==> src/rtl/wdog_pkg.sv <==
package wdog_pkg;
  localparam logic [4:0]  OFS_CTRL    = 5'h00;
  localparam logic [4:0]  OFS_LEN     = 5'h04;
  localparam logic [4:0]  OFS_KICK    = 5'h08;
  localparam logic [4:0]  OFS_SWRST   = 5'h14;
  localparam logic [7:0]  CTRL_KEY    = 8'h22;
  localparam logic [4:0]  LEN_KEY     = 5'h08;
  localparam int          LEN_LSB     = 5;
  localparam logic [31:0] KICK_CODE   = 32'h0000_1971;
  localparam logic [31:0] SWRST_CODE  = 32'h0000_1209;

  typedef struct packed {
    logic dual;
    logic auto_start;
    logic irq_en;
    logic ext_en;
    logic ext_pol;
    logic en;
  } ctrl_t;

  typedef enum logic [1:0] {
    ST_IDLE = 2'd0,
    ST_ONE  = 2'd1,
    ST_TWO  = 2'd2
  } stage_e;
endpackage

==> src/rtl/wdog_regs.sv <==
module wdog_regs
  import wdog_pkg::*;
#(
  parameter int ADDR_W = 5,
  parameter int LEN_W = 11,
  parameter logic [LEN_W-1:0] LEN_RST = '1
) (
  input  logic              clk_i,
  input  logic              rst_ni,
  input  logic [ADDR_W-1:0] addr_i,
  input  logic [31:0]       wdata_i,
  input  logic              we_i,
  output logic [31:0]       rdata_o,
  output ctrl_t             ctrl_o,
  output logic [LEN_W-1:0]  interval_o,
  output logic              start_o,
  output logic              stop_o,
  output logic              kick_o,
  output logic              swrst_o
);
  localparam logic [ADDR_W-1:0] A_CTRL  = ADDR_W'(OFS_CTRL);
  localparam logic [ADDR_W-1:0] A_LEN   = ADDR_W'(OFS_LEN);
  localparam logic [ADDR_W-1:0] A_KICK  = ADDR_W'(OFS_KICK);
  localparam logic [ADDR_W-1:0] A_SWRST = ADDR_W'(OFS_SWRST);

  ctrl_t            ctrl_q;
  logic [LEN_W-1:0] len_q;
  logic             ctrl_wr, len_wr;

  assign ctrl_wr = we_i && addr_i == A_CTRL && wdata_i[31:24] == CTRL_KEY;
  assign len_wr  = we_i && addr_i == A_LEN && wdata_i[4:0] == LEN_KEY;
  assign kick_o  = we_i && addr_i == A_KICK && wdata_i == KICK_CODE;
  assign swrst_o = we_i && addr_i == A_SWRST && wdata_i == SWRST_CODE;
  assign start_o = ctrl_wr && wdata_i[0] && !ctrl_q.en;
  assign stop_o  = ctrl_wr && !wdata_i[0];

  always_ff @(posedge clk_i or negedge rst_ni) begin
    if (!rst_ni) begin
      ctrl_q <= '0;
      len_q  <= LEN_RST;
    end else begin
      if (ctrl_wr) begin
        ctrl_q.en         <= wdata_i[0];
        ctrl_q.ext_pol    <= wdata_i[1];
        ctrl_q.ext_en     <= wdata_i[2];
        ctrl_q.irq_en     <= wdata_i[3];
        ctrl_q.auto_start <= wdata_i[4];
        ctrl_q.dual       <= wdata_i[6];
      end
      if (len_wr) len_q <= wdata_i[LEN_LSB +: LEN_W];
    end
  end

  always_comb begin
    rdata_o = '0;
    if (addr_i == A_CTRL) begin
      rdata_o[0] = ctrl_q.en;
      rdata_o[1] = ctrl_q.ext_pol;
      rdata_o[2] = ctrl_q.ext_en;
      rdata_o[3] = ctrl_q.irq_en;
      rdata_o[4] = ctrl_q.auto_start;
      rdata_o[6] = ctrl_q.dual;
    end else if (addr_i == A_LEN) begin
      rdata_o[LEN_LSB +: LEN_W] = len_q;
    end
  end

  assign ctrl_o     = ctrl_q;
  assign interval_o = len_q;

  AST_CTRL_KEY: assert property (@(posedge clk_i) disable iff (!rst_ni)
    (we_i && addr_i == A_CTRL && wdata_i[31:24] != CTRL_KEY) |=> $stable(ctrl_o));
  AST_LEN_KEY: assert property (@(posedge clk_i) disable iff (!rst_ni)
    (we_i && addr_i == A_LEN && wdata_i[4:0] != LEN_KEY) |=> $stable(interval_o));
endmodule

==> src/rtl/wdog_count.sv <==
module wdog_count
  import wdog_pkg::*;
#(
  parameter int LEN_W = 11,
  parameter int UNIT_TICKS = 512
) (
  input  logic             clk_i,
  input  logic             rst_ni,
  input  logic             tick_i,
  input  ctrl_t            ctrl_i,
  input  logic [LEN_W-1:0] interval_i,
  input  logic             start_i,
  input  logic             stop_i,
  input  logic             kick_i,
  output logic             expire_o,
  output logic             irq_o
);
  localparam int CNT_W = LEN_W + $clog2(UNIT_TICKS) + 1;

  stage_e           stage_q;
  logic [CNT_W-1:0] cnt_q, load_val;
  logic             irq_q, running, last, reload;

  assign load_val = CNT_W'(interval_i) * CNT_W'(UNIT_TICKS);
  assign running  = stage_q != ST_IDLE;
  assign reload   = start_i || (kick_i && ctrl_i.en);
  // interval 0 expires on the first tick
  assign last     = running && ctrl_i.en && tick_i && cnt_q <= CNT_W'(1);
  assign expire_o = last && !stop_i && !reload && (stage_q == ST_TWO || !ctrl_i.dual);

  always_ff @(posedge clk_i or negedge rst_ni) begin
    if (!rst_ni) begin
      stage_q <= ST_IDLE;
      cnt_q   <= '0;
      irq_q   <= 1'b0;
    end else if (stop_i) begin
      stage_q <= ST_IDLE;
      irq_q   <= 1'b0;
    end else if (reload) begin
      stage_q <= ST_ONE;
      cnt_q   <= load_val;
      irq_q   <= 1'b0;
    end else if (!ctrl_i.en) begin
      stage_q <= ST_IDLE;
      irq_q   <= 1'b0;
    end else if (last) begin
      if (stage_q == ST_ONE && ctrl_i.dual) begin
        stage_q <= ST_TWO;
        cnt_q   <= load_val;
        irq_q   <= ctrl_i.irq_en;
      end else begin
        irq_q <= 1'b0;
        if (ctrl_i.auto_start) begin
          stage_q <= ST_ONE;
          cnt_q   <= load_val;
        end else begin
          stage_q <= ST_IDLE;
        end
      end
    end else if (running && tick_i) begin
      cnt_q <= cnt_q - CNT_W'(1);
    end
  end

  assign irq_o = irq_q;

  AST_KICK_CLEARS_IRQ: assert property (@(posedge clk_i) disable iff (!rst_ni)
    (kick_i && ctrl_i.en) |=> !irq_o);
  AST_IRQ_ONLY_DUAL: assert property (@(posedge clk_i) disable iff (!rst_ni)
    $rose(irq_o) |-> (ctrl_i.dual && ctrl_i.irq_en));
  AST_STOP_QUIET: assert property (@(posedge clk_i) disable iff (!rst_ni)
    stop_i |=> (!irq_o && !expire_o));
endmodule

==> src/rtl/wdog_rstgen.sv <==
module wdog_rstgen #(
  parameter int RST_LEN = 16
) (
  input  logic clk_i,
  input  logic rst_ni,
  input  logic trig_i,
  input  logic ext_en_i,
  input  logic ext_pol_i,
  output logic sys_rst_o,
  output logic ext_rst_o
);
  localparam int PW = $clog2(RST_LEN + 1);

  logic [PW-1:0] left_q;

  always_ff @(posedge clk_i or negedge rst_ni) begin
    if (!rst_ni)                        left_q <= '0;
    else if (left_q == '0 && trig_i)    left_q <= PW'(RST_LEN);
    else if (left_q != '0)              left_q <= left_q - PW'(1);
  end

  assign sys_rst_o = left_q != '0;
  assign ext_rst_o = (sys_rst_o && ext_en_i) ? ext_pol_i : !ext_pol_i;

  // independent width measure for the pulse check
  logic [PW:0] hi_len_q;
  always_ff @(posedge clk_i or negedge rst_ni) begin
    if (!rst_ni)        hi_len_q <= '0;
    else if (sys_rst_o) hi_len_q <= hi_len_q + 1'b1;
    else                hi_len_q <= '0;
  end

  AST_PULSE_WIDTH: assert property (@(posedge clk_i) disable iff (!rst_ni)
    $fell(sys_rst_o) |-> hi_len_q == (PW+1)'(RST_LEN));
  AST_TRIG_RAISES: assert property (@(posedge clk_i) disable iff (!rst_ni)
    (trig_i && !sys_rst_o) |=> sys_rst_o);
endmodule

==> src/rtl/keyed_wdog.sv <==
module keyed_wdog
  import wdog_pkg::*;
#(
  parameter int ADDR_W = 5,
  parameter int LEN_W = 11,
  parameter int UNIT_TICKS = 512,
  parameter int RST_LEN = 16,
  parameter logic [LEN_W-1:0] LEN_RST = '1
) (
  input  logic              clk_i,
  input  logic              rst_ni,
  input  logic              tick_i,
  input  logic [ADDR_W-1:0] addr_i,
  input  logic [31:0]       wdata_i,
  input  logic              we_i,
  output logic [31:0]       rdata_o,
  output logic              irq_o,
  output logic              sys_rst_o,
  output logic              ext_rst_o
);
  ctrl_t            ctrl;
  logic [LEN_W-1:0] interval;
  logic             start, stop, kick, swrst, expire;

  wdog_regs #(.ADDR_W(ADDR_W), .LEN_W(LEN_W), .LEN_RST(LEN_RST)) u_regs (
    .clk_i, .rst_ni, .addr_i, .wdata_i, .we_i, .rdata_o,
    .ctrl_o(ctrl), .interval_o(interval), .start_o(start), .stop_o(stop),
    .kick_o(kick), .swrst_o(swrst)
  );

  wdog_count #(.LEN_W(LEN_W), .UNIT_TICKS(UNIT_TICKS)) u_count (
    .clk_i, .rst_ni, .tick_i, .ctrl_i(ctrl), .interval_i(interval),
    .start_i(start), .stop_i(stop), .kick_i(kick),
    .expire_o(expire), .irq_o
  );

  wdog_rstgen #(.RST_LEN(RST_LEN)) u_rstgen (
    .clk_i, .rst_ni, .trig_i(expire | swrst),
    .ext_en_i(ctrl.ext_en), .ext_pol_i(ctrl.ext_pol),
    .sys_rst_o, .ext_rst_o
  );

  AST_PIN_IDLE: assert property (@(posedge clk_i) disable iff (!rst_ni)
    !sys_rst_o |-> ext_rst_o == !ctrl.ext_pol);
endmodule

==> config.mk <==
export PLATFORM = sky130hd
export DESIGN_NAME = keyed_wdog
export DESIGN_NICKNAME = d
export VERILOG_FILES = /design/src/rtl/wdog_pkg.sv /design/src/rtl/wdog_regs.sv /design/src/rtl/wdog_count.sv /design/src/rtl/wdog_rstgen.sv /design/src/rtl/keyed_wdog.sv
export SDC_FILE = /design/constraint.sdc
export NUM_CORES = 1
export LEC_CHECK = 0
export BUFFER_PORTS_ARGS = -buffer_cell sky130_fd_sc_hd__buf_4
export CORE_MARGIN = 2
export CORE_UTILIZATION = 45
export DETAILED_ROUTE_END_ITERATION = 8
export PLACE_DENSITY = 0.7
export RECOVER_POWER = 50
export SYNTH_ARGS = -nofsm -noshare
export SYNTH_HDL_FRONTEND = slang
export SYNTH_SLANG_ARGS = --single-unit
==> constraint.sdc <==
create_clock -name clk_i -period 6.8 [get_ports clk_i]
set_input_delay 1.36 -clock clk_i [delete_from_list [all_inputs] [get_ports clk_i]]
set_output_delay 1.36 -clock clk_i [all_outputs]
set_load 0.05 [all_outputs]
Yosys cells after proc, flatten, opt, wreduce, memory -nomap -nowiden
Cells that the tools add are included.

Equal/unequal tests: 11. Reduce and logical (&&, ||, !) cells: 38. Multiplexer cells: 25. Bitwise logic cells: 2. $lt $le $gt $ge: 1. Add/subtract/negate cells: 2.

Operator list (number): two-way mux 21 bit (6); == test 32 x 13 -> 1 bit, second input constant (2); logical AND 1 bit (22); less-or-equal comparator 21 x 1 -> 1 bit, second input constant (1); subtractor 21 x 1 -> 21 bit, second input constant (1); two-way mux 5 bit (3); two-way mux 11 bit (1); == test 5 x 4 -> 1 bit, second input constant (2); zero test 5 bit (2); two-way mux 2 bit (5); two-way mux 1 bit (9); two-way mux 9 bit (1); == test 8 x 6 -> 1 bit, second input constant (1); zero test 1 bit (6); nonzero test 2 bit (3); == test 5 x 3 -> 1 bit, second input constant (1); == test 5 bit, second input constant (1); nonzero test 5 bit (1); subtractor 5 x 1 -> 5 bit, second input constant (1); != test 4 x 1 -> 1 bit, second input constant (1); != test 4 bit, second input constant (1); AND reduction 4 bit (1); nonzero test 3 bit (1); == test 2 x 1 -> 1 bit, second input constant (1); 4 further kinds (5).

Word-level logic and storage cells: 90. Output and inout port bits: 35. Register bits after elaboration: 46.

Depth between registers and ports, before layout
Depth after elaboration: 12. Mapped depth: 9.

By module
Synthesis repeated with hierarchy kept, for this count alone.

Cells, all modules: 301. Area total of the unflattened synthesis: 2999.1 µm².

By module, submodules not included: wdog_count (seq. area each 600.6 µm², cells each 177, area each 1626.6 µm², times used 1); wdog_regs (seq. area each 439.2 µm², cells each 98, area each 1102.3 µm², times used 1); wdog_rstgen (seq. area each 125.1 µm², cells each 25, area each 264.0 µm², times used 1); keyed_wdog (seq. area each 0.0 µm², cells each 1, area each 6.3 µm², times used 1).

Least setup slack after synthesis
No wires, ideal clock.

Kind: in2out. From: input port addr_i[1]. To: output port rdata_o[14]. Path buffers: 0. Data required time: 5440 ps. Arrival time: 2849 ps. Cell stages on the path: 3. Slack: 2591 ps. Cell sequence: nor3_2 > nand2_1 > nor3_1.

Word-level cells in the longest chain between the ends: 3.

Ends and longest elaborated chain: from (decl) (line keyed_wdog.sv:13) `input logic [ADDR_W-1:0] addr_i,`; == test 5 x 3 -> 1 bit (line wdog_regs.sv:63) `end else if (addr_i == A_LEN) begin`; two-way mux 11 bit (line wdog_regs.sv:63); two-way mux 9 bit * (line wdog_regs.sv:56) `if (addr_i == A_CTRL) begin`; to (decl) (line keyed_wdog.sv:16) `output logic [31:0] rdata_o,`.

Every way passes the cells marked *; elsewhere a longest branch is shown, timed or not.

Worst setup path after layout
From: input port addr_i[1]. To: output port rdata_o[6].

Word-level cells in the longest chain between the ends: 3.

Ends and longest elaborated chain (line): == test 5 x 3 -> 1 bit (wdog_regs.sv:63); two-way mux 11 bit (wdog_regs.sv:63); two-way mux 1 bit * (wdog_regs.sv:56).

Marked as above.

==> summary.md <==
| Metric | Value |
|---|---|
| Status | `finished with violations` |
| Failing checks | `capacitance limit, slew limit` |
| RSZ-0062 raised after global routing | `no` |
| Commonest non-fill, non-tap cell in the layout | `buf_4` |
| DRT Pass-1 Iters | `5` |
| Die height | `around 84 um` |
| Worst Hold Depth | `1` |
| Leakage power | `roughly 1.6 nW` |
| Layout Skew | `around 0.0033 ns` |
| Commonest cells after routing, fill and taps aside | `59 x buf_4, 35 x dfrtp_1, 33 x nand2_1` |
| CTS tree | `yes` |
| Num rows | `29` |
| Slew HR | `-66.8%` |
| Post-synth cell types | `between 50 and 60` |
| CP required | `approximately 5.4 ns` |
| Post-layout net count | `between 400 and 500` |
| Global-route wire length before repair | `11500 um` |
| Yosys top cell area share | `30.4%` |
| Fraction of layout cells with a size suffix above 1 | `between 20% and 30%` |
| Synthesized cell area | `between 0.002 and 0.003 mm^2` |
| Grt ovf | `0` |
| Maxcap violations | `1` |
| Global router's overall resource usage | `20.1%` |
| Synth warn | `0` |
| Final wirelength | `6840 um` |
| Crit-path slowest cell | `nor2_1` |
| Detail Route Antenna Nets | `0` |
| Synth Area in Compound Gates | `15.0%` |
| Yosys top cell by area | `dfrtp_1` |
| CP startpoint kind | `input pin` |
| Simple-Gate Fraction of Synth Area | `29.1%` |
| FF-to-FF Start | `u_count.cnt_q[0]` |
| Root Buffer Master | `clkbuf_8` |
| Reg2Reg Capture Point | `u_count.cnt_q[16]` |
| Reg2reg setup slack | `roughly 4.1 ns` |
| Crit path DAT | `approximately 2.9 ns` |
| CP max stage delay | `between 0.4 and 0.5 ns` |
| Wire per inst | `15.1 um` |
| Synth Flop Type | `dfrtp_1` |
| CTS max path bufs | `2` |
| Max Fclk | `235 MHz` |
| Core ar. | `about 0.0063 mm^2` |
| Number of global-route vias before repair | `approximately 2400` |
| Post-synthesis sequential area ratio | `roughly two fifths` |
| Worst IR drop on VDD | `roughly 0.00010 V` |
| Syn_area_per_cell | `just over 9 um^2` |
| Hold Startpoint | `u_rstgen.left_q[3]` |
| Die area | `slightly above 0.007 mm^2` |
| Vias per Instance | `approximately 5.7` |
| Skew-Pair Late Insertion Delay | `~0.30 ns` |
| DPL Wire Length | `just over 5000 um` |
| Fin crit period | `roughly 4.3 ns` |
| Setup crit start | `addr_i[1]` |
| Placed Area | `0.00334 mm^2` |
| DRT iter0 DRCs | `175` |
| Clk sinks | `between 40 and 50` |
| DR DRC count | `0` |
| Starting density of the core | `a little under half` |
| Pin count of the biggest net entering global routing | `47` |
| Setup violations, final | `0` |
| Largest family of logic cells by synthesized area | `simple AND/OR/NAND/NOR gates` |
| Fraction of synthesized cell area in xor and xnor cells | `0.608%` |
| Final period util | `a little over three fifths` |
| Cell Chain, Critical Path | `clkbuf_1 -> nor3_2 -> nand2_1 -> nor2_1 -> a32o_1 -> buf_4` |
| WP buf/inv | `2` |
| Clock transition at path regs | `approximately 0.08 ns` |
| Port Buffers | `between 50 and 60` |
| CTS buffer count | `5` |
| H-tree levels | `2` |
| Vias | `between 2000 and 3000` |
| Number of synthesized flops with an enable pin | `0` |
| Crit-path leading delay family | `simple AND/OR/NAND/NOR gates` |
| GP Congestion | `between 0.9 and 1` |
| Area growth, synth to finish | `19.0%` |
| Number of antenna violations at the first check in global routing | `0` |
| CTS resizes | `0` |
| CP max FO | `10` |
| Post-Synth Adder-Cell Area | `roughly 1.3%` |
| CP Class | `in2out` |
| Post-Route Setup TNS | `0 ns` |
| Final hold viol count | `0` |
| Final Slew Violations | `47` |
| Async S/R FF share, synth | `100%` |
| Reg2reg path depth | `8` |
| P per Cell Area | `between 100 and 150 mW/mm^2` |
| Area contributors post-synth | `dfrtp_1 30%, dfstp_2 10%, mux2_2 5.5%` |
| Fin area | `between 0.003 and 0.004 mm^2` |
| Worst Setup End Kind | `primary output` |
| Hold path endpoint | `u_rstgen.left_q[3]` |
| Worst Hold Class | `reg2reg` |
| Synth Register Bits | `46` |
| Worst-Margin Slew | `about 2.5 ns` |
| # Post-CTS Setup Buffers | `0` |
| Inserted Diodes | `0` |
| Mux share of post-synthesis cell area | `under 10%` |
| Die width | `~84 um` |
| IO Pins | `76` |
| Hold-fix buffers, CTS | `0` |
| Cells after Synth | `between 300 and 400` |
[synth_stat cells, drive strengths merged, types with 4 or more instances]
cell type,n
nand4b,5
nand2,33
or3,7
a2bb2oi,4
a21boi,4
dfrtp,35
nor2,23
or4,5
nor4b,4
o21ai,27
nor3,12
nand3,14
and2,11
buf,21
inv,10
a21oi,9
mux2,14
nor4,11
and3,7
dfstp,11
[power by group]
part	internal [mW]	switching, mW	total [mW]	leakage (nW)
registers	0.276	0.000875	0.277	0.593
logic	0.0182	0.0378	0.0560	0.923
clock network	0.0818	0.0958	0.178	0.0472
total	0.376	0.134	0.510	1.56
[cells by family after synthesis]
logic type               after synthesis
AND/OR/NAND/NOR                      145
AO/OA/AOI/OAI                         67
flip-flops                            46
buffers and inverters                 33
multiplexers                          17
adder cells (fa/ha/maj)                3
XOR/XNOR                               2
other                                  1
[flip-flops by register name, summed over array words and instances (netlist names)]
| register | flops |
|---|---|
| u_count.stage_q | 2 |
| u_count.cnt_q | 21 |
| u_regs.ctrl_o | 6 |
| u_count.irq_o | 1 |
| u_regs.interval_o | 11 |
| u_rstgen.left_q | 5 |
[worst max path at each step]
stage                              to  slack (ns)  cells after the start
after floorplan           rdata_o[14]        2.59                      3
after global placement     rdata_o[5]        2.54                      6
after detailed placement   rdata_o[6]        2.55                      6
after CTS                  rdata_o[6]        2.55                      6
after global routing       rdata_o[8]        2.41                      6
final                      rdata_o[6]        2.55                      6
[per-layer routing]
| layer | part of all wire, % | GRT usage, % | routed length [um] |
|---|---|---|---|
| met1 | 46 | 27.4 | 3140 |
| met3 | 5.2 | 3.76 | 353 |
| met2 | 47 | 32.3 | 3230 |
| met5 | 0 | 0 | 0 |
| met4 | 1.7 | 6.45 | 116 |
[final cells by class]
class,instances,area [um^2]
fillers,573,2850
multi-input cells,250,1580
flip-flops and latches,46,1160
repair buffers,62,454
well taps,77,96.3
clock buffers,6,82.6
inverters,10,37.5
clock inverters,2,12.5
[worst reg2reg max path, cell delays in order (launching register included)]
cell	delay, ns
dfrtp_1	0.44
inv_1	0.08
ha_1	0.19
nor4b_2	0.47
nand3_1	0.24
nor4_1	0.49
nand2_1	0.19
or4_1	0.43
nand3_1	0.09
[metrics by stage]
stage / setup slack [ns] / std cells / power [mW] / hold WS, ns / util (%)
after CTS: 2.55 / 453 / 0.517 / 0.479 / 54.8
final: 2.55 / 453 / 0.510 / 0.478 / 54.6
after floorplan: 2.59 / 329 / 0.315 / 0.438 / -
after global placement: 2.54 / 445 / 0.338 / 0.454 / 53.3
after detailed placement: 2.55 / 445 / 0.339 / 0.459 / 53.3
after global routing: 2.41 / 453 / 0.531 / 0.500 / 54.6
No activity file was read; power rests on OpenSTA's default activity.
